$ cat src/rtl/pfd_pkg.sv
package pfd_pkg;
    typedef enum logic [0:0] {
        S_BYPASS = 1'b0,
        S_COUNT  = 1'b1
    } seq_state_e;
endpackage

$ cat src/rtl/pfd_cfg_regs.sv
module pfd_cfg_regs #(
    parameter int INT_W    = 8,
    parameter int FRAC_W   = 4,
    parameter int POS_W    = 9,
    parameter int DATA_W   = 32,
    parameter int FALL_LSB = 16,
    parameter int RISE_LSB = 0
) (
    input  logic                    clk,
    input  logic                    rst_n,
    input  logic                    wr_en,
    input  logic                    wr_sel,
    input  logic [DATA_W-1:0]       wr_data,
    input  logic                    load_i,
    output logic [INT_W+FRAC_W-1:0] pend_div_o,
    output logic [INT_W+FRAC_W-1:0] act_div_o,
    output logic [POS_W-2:0]        act_rise_o,
    output logic [POS_W-2:0]        act_fall_o
);
    localparam int DIV_W  = INT_W + FRAC_W;
    localparam int STEP_W = POS_W - 1;
    localparam logic [DIV_W-1:0] DIV_RST = DIV_W'(1) << FRAC_W;

    logic [STEP_W-1:0] pend_rise_q, pend_fall_q;
    logic              spare_unused;

    // half-step bits and spare bits carry no behaviour
    assign spare_unused = ^{wr_data[DATA_W-1:FALL_LSB+POS_W], wr_data[FALL_LSB],
                            wr_data[FALL_LSB-1:DIV_W]};

    // pending set: written at any time
    always_ff @(posedge clk or negedge rst_n) begin
        if (!rst_n) begin
            pend_div_o  <= DIV_RST;
            pend_rise_q <= '0;
            pend_fall_q <= '0;
        end else if (wr_en) begin
            if (wr_sel) begin
                pend_rise_q <= wr_data[RISE_LSB+1 +: STEP_W];
                pend_fall_q <= wr_data[FALL_LSB+1 +: STEP_W];
            end else begin
                pend_div_o <= wr_data[DIV_W-1:0];
            end
        end
    end

    // active set: copied only at a period boundary
    always_ff @(posedge clk or negedge rst_n) begin
        if (!rst_n) begin
            act_div_o  <= DIV_RST;
            act_rise_o <= '0;
            act_fall_o <= '0;
        end else if (load_i) begin
            act_div_o  <= pend_div_o;
            act_rise_o <= pend_rise_q;
            act_fall_o <= pend_fall_q;
        end
    end
endmodule

$ cat src/rtl/pfd_period_seq.sv
module pfd_period_seq
    import pfd_pkg::*;
#(
    parameter int INT_W  = 8,
    parameter int FRAC_W = 4
) (
    input  logic                    clk,
    input  logic                    rst_n,
    input  logic [INT_W+FRAC_W-1:0] pend_div_i,
    output logic                    load_o,
    output logic                    tick_o,
    output logic                    bypass_o,
    output logic [INT_W:0]          cnt_o,
    output seq_state_e              state_o
);
    localparam int CNT_W = INT_W + 1;
    localparam logic [CNT_W-1:0] LEN_MAX = CNT_W'(1) << INT_W;

    seq_state_e        state_q, state_d;
    logic [CNT_W-1:0]  cnt_q, len_q, len_d;
    logic [FRAC_W-1:0] acc_q, acc_d, frac;
    logic [INT_W-1:0]  int_raw, int_eff;
    logic              carry, at_end, next_unity;

    assign int_raw    = pend_div_i[FRAC_W +: INT_W];
    assign frac       = pend_div_i[FRAC_W-1:0];
    assign int_eff    = (int_raw == '0) ? INT_W'(1) : int_raw;
    assign {carry, acc_d} = {1'b0, acc_q} + {1'b0, frac};
    assign len_d      = CNT_W'(int_eff) + CNT_W'(carry);
    assign next_unity = (int_eff == INT_W'(1)) && (frac == '0);

    // next-state logic: END transition picks BYPASS or COUNT
    always_comb begin
        state_d = state_q;
        at_end  = 1'b1;
        unique case (state_q)
            S_BYPASS: at_end = 1'b1;
            S_COUNT:  at_end = (cnt_q == len_q - CNT_W'(1));
            default:  at_end = 1'b1;
        endcase
        if (at_end) begin
            state_d = next_unity ? S_BYPASS : S_COUNT;
        end
    end

    always_ff @(posedge clk or negedge rst_n) begin
        if (!rst_n) begin
            state_q <= S_BYPASS;
        end else begin
            state_q <= state_d;
        end
    end

    always_ff @(posedge clk or negedge rst_n) begin
        if (!rst_n) begin
            cnt_q <= '0;
            len_q <= CNT_W'(1);
            acc_q <= '0;
        end else if (at_end) begin
            cnt_q <= '0;
            len_q <= len_d;
            acc_q <= acc_d;
        end else begin
            cnt_q <= cnt_q + CNT_W'(1);
        end
    end

    // outputs
    always_comb begin
        load_o   = at_end;
        tick_o   = (cnt_q == '0);
        bypass_o = (state_q == S_BYPASS);
        cnt_o    = cnt_q;
        state_o  = state_q;
    end

    assert_len_range_R2: assert property (@(posedge clk) disable iff (!rst_n)
        (state_q == S_COUNT) |-> (len_q >= CNT_W'(1) && len_q <= LEN_MAX));
    assert_cnt_bound_R2: assert property (@(posedge clk) disable iff (!rst_n)
        (state_q == S_COUNT) |-> (cnt_q < len_q));
endmodule

$ cat src/rtl/pfd_edge_shaper.sv
module pfd_edge_shaper #(
    parameter int POS_W = 9,
    parameter int CNT_W = 9
) (
    input  logic             clk,
    input  logic             rst_n,
    input  logic [CNT_W-1:0] cnt_i,
    input  logic             tick_i,
    input  logic             bypass_i,
    input  logic [POS_W-2:0] rise_i,
    input  logic [POS_W-2:0] fall_i,
    input  logic             pol_i,
    output logic             pix_clk_o,
    output logic             pix_tick_o
);
    logic [CNT_W-1:0] rise_x, fall_x;
    logic             hi_c;

    assign rise_x = CNT_W'(rise_i);
    assign fall_x = CNT_W'(fall_i);

    always_comb begin
        if (bypass_i) begin
            hi_c = 1'b0;
        end else if (rise_x <= fall_x) begin
            hi_c = (cnt_i >= rise_x) && (cnt_i < fall_x);
        end else begin
            hi_c = (cnt_i >= rise_x) || (cnt_i < fall_x);
        end
    end

    always_ff @(posedge clk or negedge rst_n) begin
        if (!rst_n) begin
            pix_clk_o  <= 1'b0;
            pix_tick_o <= 1'b0;
        end else begin
            pix_clk_o  <= hi_c ^ pol_i;
            pix_tick_o <= tick_i;
        end
    end

    assert_bypass_low_R8: assert property (@(posedge clk) disable iff (!rst_n)
        bypass_i |=> (pix_clk_o == $past(pol_i)));
    assert_bypass_tick_R8: assert property (@(posedge clk) disable iff (!rst_n)
        bypass_i |=> pix_tick_o);
endmodule

$ cat src/rtl/pixclk_frac_div.sv
module pixclk_frac_div
    import pfd_pkg::*;
#(
    parameter int INT_W    = 8,
    parameter int FRAC_W   = 4,
    parameter int POS_W    = 9,
    parameter int DATA_W   = 32,
    parameter int FALL_LSB = 16,
    parameter int RISE_LSB = 0
) (
    input  logic              clk_src,
    input  logic              rst_n,
    input  logic              wr_en,
    input  logic              wr_sel,
    input  logic [DATA_W-1:0] wr_data,
    input  logic              pix_pol,
    output logic              pix_clk,
    output logic              pix_tick
);
    localparam int DIV_W = INT_W + FRAC_W;
    localparam int CNT_W = INT_W + 1;

    logic [DIV_W-1:0] pend_div, act_div;
    logic [POS_W-2:0] act_rise, act_fall;
    logic             load, tick, bypass;
    logic [CNT_W-1:0] cnt;
    seq_state_e       seq_state;

    pfd_cfg_regs #(
        .INT_W(INT_W), .FRAC_W(FRAC_W), .POS_W(POS_W),
        .DATA_W(DATA_W), .FALL_LSB(FALL_LSB), .RISE_LSB(RISE_LSB)
    ) u_cfg (
        .clk(clk_src), .rst_n(rst_n), .wr_en(wr_en), .wr_sel(wr_sel),
        .wr_data(wr_data), .load_i(load), .pend_div_o(pend_div),
        .act_div_o(act_div), .act_rise_o(act_rise), .act_fall_o(act_fall)
    );

    pfd_period_seq #(.INT_W(INT_W), .FRAC_W(FRAC_W)) u_seq (
        .clk(clk_src), .rst_n(rst_n), .pend_div_i(pend_div), .load_o(load),
        .tick_o(tick), .bypass_o(bypass), .cnt_o(cnt), .state_o(seq_state)
    );

    pfd_edge_shaper #(.POS_W(POS_W), .CNT_W(CNT_W)) u_shape (
        .clk(clk_src), .rst_n(rst_n), .cnt_i(cnt), .tick_i(tick),
        .bypass_i(bypass), .rise_i(act_rise), .fall_i(act_fall),
        .pol_i(pix_pol), .pix_clk_o(pix_clk), .pix_tick_o(pix_tick)
    );

    assert_swap_at_start_R7: assert property (@(posedge clk_src) disable iff (!rst_n)
        (act_div != $past(act_div)) |-> (cnt == '0));
    assert_bypass_rule_R8: assert property (@(posedge clk_src) disable iff (!rst_n)
        (seq_state == S_BYPASS) |->
            (act_div[FRAC_W +: INT_W] <= INT_W'(1) && act_div[FRAC_W-1:0] == '0));
endmodule

$ cat config.mk
export PLATFORM = sky130hd
export DESIGN_NAME = pixclk_frac_div
export DESIGN_NICKNAME = d
export VERILOG_FILES = /design/src/rtl/pfd_pkg.sv /design/src/rtl/pfd_cfg_regs.sv /design/src/rtl/pfd_period_seq.sv /design/src/rtl/pfd_edge_shaper.sv /design/src/rtl/pixclk_frac_div.sv
export SDC_FILE = /design/constraint.sdc
export NUM_CORES = 1
export LEC_CHECK = 0
export ABC_AREA = 0
export BUFFER_PORTS_ARGS = -buffer_cell sky130_fd_sc_hd__buf_4
export CAP_MARGIN = 10
export CORE_UTILIZATION = 55
export CTS_CLUSTER_SIZE = 40
export DETAILED_ROUTE_END_ITERATION = 16
export PLACE_DENSITY = 0.73
export SKIP_LAST_GASP = 1
export SYNTH_ARGS = -nofsm -noshare
export SYNTH_HDL_FRONTEND = slang
export SYNTH_SLANG_ARGS = --single-unit
$ cat constraint.sdc
create_clock -name clk_src -period 3.1 [get_ports clk_src]
set_input_delay 0.465 -clock clk_src [delete_from_list [all_inputs] [get_ports clk_src]]
set_output_delay 0.465 -clock clk_src [all_outputs]
set_load 0.05 [all_outputs]
==> flow_summary.yaml, run 1 <==
synthesis:
  synthCells: 324
  yosys-top-cells-area: "dfrtp_1 (43%), mux2_4 (10%), ha_1 (10%), mux2_2 (8.0%), xor2_1 (3.3%)"
  synth_seq_area_share_pct: 44.1
  syn_area_um2: 3920
  synth_edf_count: 0
  synth.net_count: 394
  syn_area_per_cell_um2: 12.1
  synth_top_cell_by_area: "dfrtp_1"
  ys_warn_count: 0
  synthDistinctLibCells: 48
  synthArstFlopShare_pct: 100
  synthFlopType: "dfrtp_1"
  yosys_register_bits: 69
  synth_top_cell_area_share_pct: 42.7
worst_setup_path:
  required_ps: 3330
  crit_fanout: 12
  crit_family: "simple AND/OR/NAND/NOR gates"
  worstPathCellList: "inv_1, ha_1, or4b_4, a2111oi_2, nor2_1, o311ai_4, nand3_4, buf_4, mux2_4"
  rrSetupSlack_ps: 340
  cp_data_arrival_time_ps: 2990
  path_class: "reg -> reg"
  crit_slowest_cell: "or4b_4"
  cp-end-kind: "flip-flop"
  max_stage_delay_ps: 510
  worstSetupStartpointType: "flip-flop"
  path_buf_inv: 2
floorplanning:
  core-area_um2: 6830
  die_w_um: 86.5
  ioPinCount: 39
  fp.dieH_um: 86.5
  die_area_um2: 7480
  initial_core_util_pct: 57.4
  rows: 30
detailed_routing:
  wl_per_cell_um: 16.5
  drt-met1-wl_um: 3420
  routed_wl_um: 7560
  vias: 2548
  route.met3.wl_um: 253
  first_pass_iters: 5
  routed.top_layer: "met4"
  vias_per_cell: 5.56
  antenna_left: 0
  drtIter0Drc: 198
  wl_met2_um: 3750
  drc_errors: 0
clock_tree:
  ctsHtreeMaxLevel: 3
  ctsResizeCount: 0
  cts.sinks: 69
  cts_made_buffers: 9
  tritoncts: "done"
  path_clk_slew_ps: 80
  clock-root-buffer: "clkbuf_8"
  post-cts-setup-buffers: 0
  cts_hold_buf: 0
  cts_max_path_buffers: 2
  insertion_delay_ps: 350
global_routing:
  grt_pass1_vias: 2662
  grt_antenna_before_repair: 0
  grt_use_total_pct: 23.1
  grt_max_degree: 70
  overflow: 0
  grt_pass1_wl_um: 12800
layout:
  fillers: 576
  syn2layout_area_growth_pct: 13.3
  layout_common_cells: "dfrtp_1 (67), ha_1 (32), buf_4 (31)"
  final_common_cell: "dfrtp_1"
  nets: 427
  drive_gt1_share_pct: 29.8
  insertedDiodeCount: 0
power:
  power_mw: 4.13
  peakVddDrop_mv: 0.480
  p_leak_nw: 2.15
  power.density_nw_per_um2: 930
placed_design:
  dp_hpwl_um: 5200
  place_congestion: 0.802
  portBuffers: 26
  dpl_worst_slack_ps: 346
hold_path:
  hold_class: "in -> async"
sta:
  worstMarginPinSlew_ps: 857
  tns_ps: 0
  worst_slack_ps: 343
  hold_violations: 0
  finalWorstPathRequiredPeriod_ps: 2760
  fin_skew_ps: 12.4
  maxSlewViolCount: 0
  slew_headroom_pct: 42.8
  rsz0062_at_grt: "false"
  setup_violations: 0
  max_freq_mhz: 363
  fin_hold_ws_ps: 211
  finalCritPeriodShare_pct: 88.9
outcome:
  status: "finished clean"
run:
  drv_cap: 0
-- Yosys cell counts, drive strengths merged, types with 2 or more instances --
master,instances
dfrtp,67
mux2,55
ha,32
inv,23
xor2,15
nand3,13
a31oi,10
nand2,10
nor2,10
a21oi,8
xnor2,8
clkbuf,6
nor3,6
a21o,5
nand2b,5
o211ai,4
o21ai,4
and3,3
buf,3
nand4,3
nor2b,3
nor4,3
a2111oi,2
a211oi,2
dfstp,2
mux2i,2
nand3b,2
or4,2
-- registers in the layout (all words and copies together), names as in the netlist --
name	count
u_cfg.act_rise_o	8
u_cfg.pend_div_o	12
u_cfg.pend_rise_q	8
u_cfg.pend_fall_q	8
u_shape.pix_clk_o	1
u_cfg.act_fall_o	8
u_seq.state_o	1
u_seq.len_q	9
u_seq.acc_q	4
u_shape.pix_tick_o	1
u_seq.cnt_o	9
-- worst register-to-register path: stages (launching register included) --
cell and delay, ps:
dfrtp_1 420, inv_1 70, ha_1 220, or4b_4 510, a2111oi_2 290, nor2_1 110, o311ai_4 160, nand3_4 260
buf_4 290, mux2_4 320
-- final timing paths --
path | start | to | cells past startpoint
setup / recovery | u_seq.len_q[1] | u_cfg.act_rise_o[5] | 9
hold / removal | rst_n | u_cfg.pend_fall_q[1] | 1
setup reg to reg | u_seq.len_q[1] | u_cfg.act_rise_o[5] | 9
hold reg to reg | u_cfg.pend_fall_q[7] | u_cfg.act_fall_o[7] | 1
max in group asynchronous | rst_n | u_cfg.pend_rise_q[6] | 1
min in group clk_src | pix_pol | u_shape.pix_clk_o | 2
-- power by group --
group          leakage, nW  internal (mW)  total (mW)  switching (mW)
sequential           0.843           1.18        1.53           0.350
clock                0.114          0.478       0.834           0.356
combinational         1.19          0.926        1.77           0.843
-- area by class of cell --
class	count	area [µm²]	share of cell area (%)
clock buffer	11	141	3.18
clock inverter	5	82.6	1.86
inverter	23	86.3	1.94
multi-input combinational	223	2050	46.2
sequential	69	1730	38.9
tap	96	120	2.70
timing repair buffer	31	233	5.24
-- metal layers --
metal  track usage, %  up-vias
li1                 -     1233
met3             3.52       16
met2             38.5       44
met1             29.7     1255
met5                0        -
met4             10.9        0
-- stage by stage --
stage	area (µm²)	instances	utilization (%)
CTS	4440	458	65.1
global route	4440	458	65.1
detailed placement	4220	442	61.8
finish	4440	458	65.1
floorplan	3920	324	-
global placement	4220	442	61.8
-- cell families (layout without fill, tap and decap cells) --
kind of cell    Yosys count  in the layout  synth area share [%]
xor+xnor                 23             23                  5.13
compound gates           42             42                  7.72
buf+inv                  32             70                  3.64
mux                      57             57                  18.9
fa+ha+maj                33             33                  10.7
flops                    69             69                  44.1
simple gates             68             68                  9.85
Power figures use the tool's default switching activity.
==> run 2, diff against run 1 <==
- SYNTH_HIERARCHICAL: unset -> 1
==> run 2 against run 1 <==
Largest cell class unchanged. Clock skew is 3.3 ps lower. Via count down 2.8%. Highest routed layer unchanged. Worst setup slack better by 62 ps. Area after synthesis shrank 0.77%. Largest power group unchanged. Critical path type unchanged.
==> flow_summary.yaml, run 2 <==
layout:
  final_common_cell: "dfrtp_1"
  nets: 425
  syn2layout_area_growth_pct: 13.2
  drive_gt1_share_pct: 28.3
  regArea_um2: 1730
  layout_common_cells: "dfrtp_1 (67), mux2_2 (34), ha_1 (32)"
  fillers: 529
  largest_reg_flops: 12
  multiInputGateArea_um2: 2000
  regMostFlops: "u_cfg/pend_div_o"
  stdcell_count: 456
  insertedDiodeCount: 0
detailed_routing:
  first_pass_iters: 4
  vias: 2476
  vias_per_cell: 5.43
  antenna_left: 0
  drc_errors: 0
  drtIter0Drc: 144
  wl_per_cell_um: 15.3
  routed_wl_um: 6990
worst_setup_path:
  rr_worst_depth: 8
  worstReg2RegStart: "u_seq/len_q[0]"
  crit_fanout: 13
  rrSetupSlack_ps: 410
  cp_data_arrival_time_ps: 2930
  required_ps: 3330
  worstSetupStartpointType: "flip-flop"
  path_class: "reg -> reg"
  cp-end-kind: "flip-flop"
  r2r_end: "u_cfg/act_fall_o[3]"
sta:
  slew_headroom_pct: 43.6
  fin_skew_ps: 9.12
  tns_ps: 0
  max_freq_mhz: 371
  hold_violations: 0
  maxSlewViolCount: 0
  worstMarginPinSlew_ps: 846
  finalCritPeriodShare_pct: 86.9
  setup_violations: 0
  fin_hold_ws_ps: 217
  rsz0062_at_grt: "false"
  finalWorstPathRequiredPeriod_ps: 2690
floorplanning:
  core-area_um2: 6830
  ioPinCount: 39
  die_area_um2: 7420
  fp.dieH_um: 86.1
  initial_core_util_pct: 57.0
  rows: 30
  die_w_um: 86.1
global_routing:
  overflow: 0
  grt_pass1_wl_um: 12200
  grt_max_degree: 70
  grt_use_total_pct: 21.6
  grt_antenna_before_repair: 0
  grt_pass1_vias: 2530
power:
  combPwrFrac_pct: 42.0
  p_int_mw: 2.53
  p_leak_nw: 2.09
  peakVddDrop_mv: 0.519
  seq_power_share_pct: 36.9
  p_clk_share_pct: 21.1
  power.density_nw_per_um2: 911
  p_sw_mw: 1.49
  switching_share_pct: 37.1
clock_tree:
  clock-root-buffer: "clkbuf_8"
  ctsResizeCount: 0
  cts_hold_buf: 0
  cts.sinks: 69
  tritoncts: "done"
  post-cts-setup-buffers: 0
  ctsHtreeMaxLevel: 3
  insertion_delay_ps: 350
  path_clk_slew_ps: 80
  cts_made_buffers: 9
  cts_max_path_buffers: 2
run:
  drv_cap: 0
synthesis:
  synthCells: 324
  syn_area_per_cell_um2: 12.0
  synth.net_count: 394
  syn_area_um2: 3890
  ys_warn_count: 6
placed_design:
  place_congestion: 0.773
  portBuffers: 26
  dp_cells: 440
  dp_hpwl_um: 5050
hold_path:
  hold_class: "in -> async"
outcome:
  status: "finished clean"
run 2: layer usage:
metal	global-route usage (%)	up-vias	part of all wire, %
li1	-	1215	-
met4	6.06	0	1.2
met1	30.2	1190	47
met3	4.72	13	3.9
met5	0	-	0
met2	34.0	58	48
run 2: worst max-delay path by stage:
stage / startpoint / to
floorplan: u_seq/len_q[0] / u_cfg/act_fall_o[5]
global placement: u_seq/len_q[0] / u_cfg/act_fall_o[3]
detailed placement: u_seq/len_q[0] / u_cfg/act_fall_o[2]
CTS: u_seq/len_q[0] / u_cfg/act_fall_o[2]
global route: u_seq/len_q[0] / u_cfg/act_fall_o[1]
finish: u_seq/len_q[0] / u_cfg/act_fall_o[3]
run 2: worst max-delay path: stages, from the launching register on:
cell,delay [ps]
dfstp_2,610
inv_1,60
ha_1,280
or3_1,390
a311oi_1,280
o311ai_1,180
o21ai_4,190
buf_4,230
mux2_2,350
run 2: final cells by class:
class | instances | share of cell area [%]
inverters | 23 | 1.96
clock inverters | 6 | 2.13
clock buffers | 10 | 3.12
flip-flops and latches | 69 | 39.2
multi-input cells | 222 | 45.4
well taps | 96 | 2.72
repair buffers | 30 | 5.39
run 2: metrics by stage:
stage	area (µm²)	worst slack (ps)	total power, mW	utilization [%]
5_1_grt	4410	269	4.35	64.5
6_report	4410	405	4.02	64.5
2_1_floorplan	3890	136	2.76	-
4_1_cts	4410	403	4.04	64.5
3_3_place_gp	4180	422	3.10	61.1
3_5_place_dp	4180	419	3.19	61.1
run 2: power by group through the flow:
stage | clock network, mW | registers, mW | logic, mW
after floorplan | 0 | 1.42 | 1.34
after global placement | 0 | 1.48 | 1.61
after detailed placement | 0 | 1.50 | 1.69
after CTS | 0.861 | 1.48 | 1.70
after global routing | 0.902 | 1.54 | 1.92
final | 0.849 | 1.48 | 1.69
